==> src/rtl/eic_pkg.sv <==
package eic_pkg;
    typedef enum logic [2:0] {
        RA_RISE  = 3'd0,
        RA_FALL  = 3'd1,
        RA_IMASK = 3'd2,
        RA_EMASK = 3'd3,
        RA_SWTRG = 3'd4,
        RA_PEND  = 3'd5
    } reg_addr_e;

    typedef enum logic {
        LN_IDLE = 1'b0,
        LN_PEND = 1'b1
    } line_state_e;
endpackage

==> src/rtl/eic_sync.sv <==
module eic_sync #(
    parameter int W      = 8,
    parameter int STAGES = 2
) (
    input  logic         clk,
    input  logic         rst_n,
    input  logic [W-1:0] d,
    output logic [W-1:0] q
);
    logic [W-1:0] stg_q [STAGES];

    generate
        for (genvar s = 0; s < STAGES; s++) begin : g_stage
            if (s == 0) begin : g_first
                always_ff @(posedge clk or negedge rst_n) begin
                    if (!rst_n) stg_q[0] <= '0;
                    else        stg_q[0] <= d;
                end
            end else begin : g_rest
                always_ff @(posedge clk or negedge rst_n) begin
                    if (!rst_n) stg_q[s] <= '0;
                    else        stg_q[s] <= stg_q[s-1];
                end
            end
        end
    endgenerate

    assign q = stg_q[STAGES-1];
endmodule

==> src/rtl/eic_line.sv <==
module eic_line
    import eic_pkg::*;
(
    input  logic clk,
    input  logic rst_n,
    input  logic smp,
    input  logic rise_en,
    input  logic fall_en,
    input  logic imask,
    input  logic emask,
    input  logic sw_set,
    input  logic pend_clr,
    output logic hit,
    output logic pend,
    output logic evt,
    output logic trig
);
    logic        prev_q;
    logic        evt_q;
    logic        trig_q;
    logic        latch;
    line_state_e st_q, st_d;

    always_ff @(posedge clk or negedge rst_n) begin
        if (!rst_n) prev_q <= 1'b0;
        else        prev_q <= smp;
    end

    assign hit   = (rise_en & smp & ~prev_q) | (fall_en & ~smp & prev_q) | sw_set;
    assign latch = hit & imask;

    // state register
    always_ff @(posedge clk or negedge rst_n) begin
        if (!rst_n) st_q <= LN_IDLE;
        else        st_q <= st_d;
    end

    // next state
    always_comb begin
        st_d = st_q;
        unique case (st_q)
            LN_IDLE: if (latch)               st_d = LN_PEND;
            LN_PEND: if (pend_clr && !latch)  st_d = LN_IDLE;
            default:                          st_d = LN_IDLE;
        endcase
    end

    // outputs
    always_ff @(posedge clk or negedge rst_n) begin
        if (!rst_n) begin
            evt_q  <= 1'b0;
            trig_q <= 1'b0;
        end else begin
            evt_q <= hit & emask;
            if (sw_set)
                trig_q <= 1'b1;
            else if (st_q == LN_PEND && st_d == LN_IDLE)
                trig_q <= 1'b0;
        end
    end

    assign pend = (st_q == LN_PEND);
    assign evt  = evt_q;
    assign trig = trig_q;
endmodule

==> src/rtl/eic_regs.sv <==
module eic_regs
    import eic_pkg::*;
#(
    parameter int W = 8
) (
    input  logic         clk,
    input  logic         rst_n,
    input  logic         wr,
    input  logic [2:0]   addr,
    input  logic [W-1:0] wdata,
    input  logic [W-1:0] pend,
    input  logic [W-1:0] trig,
    output logic [W-1:0] rise_en,
    output logic [W-1:0] fall_en,
    output logic [W-1:0] imask,
    output logic [W-1:0] emask,
    output logic [W-1:0] sw_set,
    output logic [W-1:0] pend_clr,
    output logic [W-1:0] rdata
);
    always_ff @(posedge clk or negedge rst_n) begin
        if (!rst_n) begin
            rise_en <= '0;
            fall_en <= '0;
            imask   <= '0;
            emask   <= '0;
        end else if (wr) begin
            case (addr)
                RA_RISE:  rise_en <= wdata;
                RA_FALL:  fall_en <= wdata;
                RA_IMASK: imask   <= wdata;
                RA_EMASK: emask   <= wdata;
                default:  ;
            endcase
        end
    end

    assign sw_set   = (wr && addr == RA_SWTRG) ? wdata : '0;
    assign pend_clr = (wr && addr == RA_PEND)  ? wdata : '0;

    always_comb begin
        case (addr)
            RA_RISE:  rdata = rise_en;
            RA_FALL:  rdata = fall_en;
            RA_IMASK: rdata = imask;
            RA_EMASK: rdata = emask;
            RA_SWTRG: rdata = trig;
            RA_PEND:  rdata = pend;
            default:  rdata = '0;
        endcase
    end
endmodule

==> src/rtl/edge_irq_ctrl.sv <==
module edge_irq_ctrl #(
    parameter int N_LINES = 8
) (
    input  logic               clk,
    input  logic               rst_n,
    input  logic [N_LINES-1:0] pin_i,
    input  logic               reg_wr,
    input  logic [2:0]         reg_addr,
    input  logic [N_LINES-1:0] reg_wdata,
    output logic [N_LINES-1:0] reg_rdata,
    output logic               irq_o,
    output logic [N_LINES-1:0] evt_o
);
    localparam int SYNC_STAGES = 2;

    logic [N_LINES-1:0] smp_v, rise_v, fall_v, imask_v, emask_v;
    logic [N_LINES-1:0] set_v, clr_v, hit_v, pend_v, trig_v;

    eic_sync #(.W(N_LINES), .STAGES(SYNC_STAGES)) u_sync (
        .clk(clk), .rst_n(rst_n), .d(pin_i), .q(smp_v)
    );

    eic_regs #(.W(N_LINES)) u_regs (
        .clk(clk), .rst_n(rst_n), .wr(reg_wr), .addr(reg_addr),
        .wdata(reg_wdata), .pend(pend_v), .trig(trig_v),
        .rise_en(rise_v), .fall_en(fall_v), .imask(imask_v), .emask(emask_v),
        .sw_set(set_v), .pend_clr(clr_v), .rdata(reg_rdata)
    );

    generate
        for (genvar i = 0; i < N_LINES; i++) begin : g_line
            eic_line u_line (
                .clk(clk), .rst_n(rst_n), .smp(smp_v[i]),
                .rise_en(rise_v[i]), .fall_en(fall_v[i]),
                .imask(imask_v[i]), .emask(emask_v[i]),
                .sw_set(set_v[i]), .pend_clr(clr_v[i]),
                .hit(hit_v[i]), .pend(pend_v[i]),
                .evt(evt_o[i]), .trig(trig_v[i])
            );
        end
    endgenerate

    assign irq_o = |pend_v;
endmodule

==> config.mk <==
export PLATFORM = sky130hd
export DESIGN_NAME = edge_irq_ctrl
export DESIGN_NICKNAME = d
export VERILOG_FILES = /design/src/rtl/eic_pkg.sv /design/src/rtl/eic_sync.sv /design/src/rtl/eic_line.sv /design/src/rtl/eic_regs.sv /design/src/rtl/edge_irq_ctrl.sv
export SDC_FILE = /design/constraint.sdc
export NUM_CORES = 1
export LEC_CHECK = 0
export BUFFER_PORTS_ARGS = -buffer_cell sky130_fd_sc_hd__buf_2
export CELL_PAD_IN_SITES_DETAIL_PLACEMENT = 1
export CELL_PAD_IN_SITES_GLOBAL_PLACEMENT = 1
export CORE_MARGIN = 10
export CORE_UTILIZATION = 35
export DETAILED_ROUTE_END_ITERATION = 8
export PLACE_DENSITY_LB_ADDON = 0.1
export SYNTH_ARGS = -nofsm -noshare
export SYNTH_HDL_FRONTEND = slang
export SYNTH_SLANG_ARGS = --single-unit
export TNS_END_PERCENT = 100
==> constraint.sdc <==
create_clock -name clk -period 2.45 [get_ports clk]
set_clock_uncertainty 0.2 [all_clocks]
set_input_delay 0.245 -clock clk [delete_from_list [all_inputs] [get_ports clk]]
set_output_delay 0.245 -clock clk [all_outputs]
set_load 0.02 [all_outputs]
==> results by group <==
Run status
  – Outcome: completed

Die
  – DIE AREA: 14500 sq um
  – IO Count: 39
  – Core ar.: 9770 sq um
  – Starting Density: 36.0%
  – Horiz. Die Dim: 120 um
  – Core Rows: 36
  – DIE HEIGHT: 120 um

Clock tree
  – Root buffer cell: clkbuf_8
  – # clock sinks: 80
  – CTS HTree Levels: 3
  – Clk_lat worst skew: 0.37 ns
  – CTS buffer count: 9
  – Setup bufs post-CTS: 0
  – CTS Buffer Depth: 2
  – TritonCTS clock tree: yes
  – Clock transition at path regs: 0.08 ns

Global route
  – GR Util All Layers: 13.0%
  – Global-route wire length before repair: 14700 um
  – Met2 usage: 20.2%
  – Initial antenna violation count: 0
  – GRT busiest layer: met2
  – Met1 Resource Use GR: 16.5%
  – Vias in the first global route: 2684
  – Largest net degree at the start of global routing: 42
  – Global route total overflow: 0
  – GR Layer Usage met3: 3.77%

Worst setup path
  – FF-to-FF setup slack: 1.15 ns
  – Path type of the worst setup path: reg -> out
  – Worst setup SP type: flip-flop
  – Arrival time at the worst endpoint: 1.70 ns
  – Worst-case reg-to-reg path depth: 4
  – Required @ worst endpoint: 2.01 ns
  – Crit. End Element: primary output
  – Launch point of the worst reg-to-reg path: u_regs.fall_en[4]$_DFFE_PN0P_
  – Reg-to-Reg End: g_line[4].u_line.pend$_DFF_PN0_
  – Worst-path fanout max: 4

Pwr
  – Part of the power in registers: 53.2%
  – Clock power frac: 27.6%
  – Logic pwr share: 19.1%
  – Sw frac: 29.5%
  – Max VDD drop: 365 uV
  – Net Sw Power: 0.979 mW
  – PD cells: 794 nW/um^2
  – Pleak: 1.88 nW
  – Int Power: 2.34 mW

Timing
  – Least-Margin Pin Slew: 0.550 ns
  – Achievable Freq: 465 MHz
  – Slew Limit Fails: 0
  – Hold violation count in the final report: 0
  – Fin crit period: 2.15 ns
  – Setup-failing EPs final: 0
  – PnR worst setup slack: 0.300 ns
  – Crit share post-route: 87.8%
  – Slew Limit Headroom: 63.4%
  – RSZ-0062 raised after global routing: no
  – Setup TNS: 0 ns

Route
  – Post-Route WL: 8800 um
  – DR vias/cell: 5.06
  – DRT iter0 DRCs: 78
  – DRC: 0
  – Detail Route Antenna Nets: 0
  – Wire per inst: 18.3 um
  – Via Count: 2429
  – Drt first pass iters: 4

Place
  – GPL Wtd Cong: 0.760
  – Dpl hpwl: 6180 um
  – Port bufs: 38
  – Post-Place Setup Slack: 0.313 ns

Yosys
  – Post-Syn Nets: 311
  – Yosys top cell area share: 56.8%
  – Mux cell area share after synthesis: 12.3%
  – Yosys warns: 0
  – Post-synthesis simple-gate area fraction: 11.2%
  – Area leader, netlist: dfrtp_1
  – Synth Area in XOR/XNOR: 0%
  – Mapped Area: 3520 sq um
  – Yosys reg bits: 80
  – Synth Area in Adders: 0%
  – Netlist cell types: 34
  – Sequential area share after synthesis: 56.8%
  – Largest cells by area after synthesis: dfrtp_1 (57%), mux2_2 (9.6%), a22o_1 (4.7%), nand2_1 (4.5%), buf_4 (1.7%)
  – Largest family of logic cells by synthesized area: compound AO/OA/AOI/OAI gates
  – Synthesized instance count: 289
  – Avg Inst Size Synth: 12.2 sq um
  – Compound-Gate Fraction of Synth Area: 13.8%

Cells and area
  – Layout cells sized above 1: 29.4%
  – # diodes: 0
  – Area of the multi-input gates: 1320 sq um
  – Synth-to-layout area growth: 18.6%
  – Number of fill cells: 1085
  – Nets: 364
  – Reg area: 2000 sq um

Job
  – Max-cap viol count: 0

Hold path
  – Min-Delay Path Depth: 0
  – Hold EP: u_sync.q[5]$_DFF_PN0_
  – Tightest Hold Check Type: reg -> reg
  – Hold Startpoint: u_sync.stg_q[13]$_DFF_PN0_
==> worst max path at each step <==
| stage | startpoint | end | slack (ns) | depth (start not counted) |
|---|---|---|---|---|
| 4_1_cts | g_line[7].u_line.pend$_DFF_PN0_ | reg_rdata[7] | 0.27 | 3 |
| 2_1_floorplan | reg_addr[1] | reg_rdata[1] | 0.67 | 6 |
| 5_1_grt | reg_addr[1] | reg_rdata[4] | 0.20 | 6 |
| 6_report | g_line[7].u_line.pend$_DFF_PN0_ | reg_rdata[7] | 0.30 | 3 |
| 3_5_place_dp | reg_addr[1] | reg_rdata[4] | 0.31 | 6 |
| 3_3_place_gp | reg_addr[1] | reg_rdata[4] | 0.30 | 6 |
==> layout by cell type (no fill, tap or decap), drive strengths merged <==
cell         Yosys  final
nor4bb           1      1
o22ai            2      2
nand3b           8      8
nor2b            2      2
nand3            2      2
mux2i            5      5
nand2           42     42
o21ai           11     11
o21bai           1      1
dfrtp           80     80
a221oi           2      2
o2111ai          8      8
nor3b            1      1
mux2            30     30
a31oi            3      3
o21a             8      8
and3             2      2
a21oi            4      4
inv             10     10
a22oi            4      4
mux4             2      2
and2             9      9
dlygate4sd3      0     17
and2b            1      1
nor2             7      7
nor4             2      2
a22o            19     19
clkbuf           0     13
buf             22     47
a32oi            1      1
clkinv           0      3
==> through the flow <==
| stage | hold slack [ns] | area, sq um | cells | utilization [%] | power [mW] |
|---|---|---|---|---|---|
| floorplan | -0.251 | 3520 | 289 | - | 2.18 |
| global placement | 0.0798 | 3820 | 447 | 39.1 | 2.41 |
| detailed placement | 0.0777 | 3820 | 447 | 39.1 | 2.42 |
| CTS | 0.156 | 4180 | 480 | 42.7 | 3.38 |
| global route | 0.163 | 4180 | 480 | 42.7 | 3.53 |
| finish | 0.152 | 4180 | 480 | 42.7 | 3.32 |
==> critical path, stage by stage (launching register included) <==
cell and delay [ns]:
dfrtp_1 0.45, mux4_2 0.48, a22o_1 0.25, buf_2 0.16
==> cells in the mapped netlist, drive strengths merged <==
cell     number
a22o         19
a31oi         3
and2          9
nor2          7
mux2i         5
o22ai         2
mux2         30
buf          22
nor4          2
a221oi        2
nor4bb        1
nor3b         1
nand3b        8
o21a          8
a32oi         1
and2b         1
nor2b         2
nand2        42
mux4          2
o21bai        1
inv          10
dfrtp        80
nand3         2
o21ai        11
a21oi         4
and3          2
o2111ai       8
a22oi         4
==> final cells by class <==
class / instances / share of cell area, %
repair buffers: 64 / 11.2
clock inverters: 3 / 0.359
well taps: 133 / 3.98
clock buffers: 13 / 4.04
multi-input cells: 177 / 31.6
flip-flops and latches: 80 / 47.9
inverters: 10 / 0.899
==> registers in the layout, indices dropped and copies added (netlist names) <==
register              count
u_regs.emask              8
u_regs.imask              8
g_line.u_line.prev_q      8
g_line.u_line.pend        8
g_line.u_line.trig        8
g_line.u_line.evt         8
u_regs.fall_en            8
u_sync.q                  8
u_regs.rise_en            8
u_sync.stg_q              8
==> logic make-up after synthesis <==
group	count (synthesis)
compound gates	63
buf+inv	32
flops	80
simple gates	77
mux	37
==> layer usage <==
layer	up-vias	share of wire, %
met5	-	0
met4	0	1.7
met3	12	4.6
met2	39	46
met1	1251	47
li1	1127	-
==> power by group through the flow <==
stage	combinational, mW	sequential (mW)	clock [mW]
after CTS	0.650	1.77	0.956
final	0.635	1.77	0.917
after floorplan	0.471	1.71	0
after global routing	0.710	1.81	1.01
after global placement	0.614	1.79	0
after detailed placement	0.629	1.79	0
==> what timing repair did <==
action / in CTS / in global routing
resized for setup: 0 / 0
endpoints found under the hold margin: 57 / 0
endpoints found under the setup margin: 0 / 0
hold buffers: 17 / 0
(Power assumes the default switching activity.)
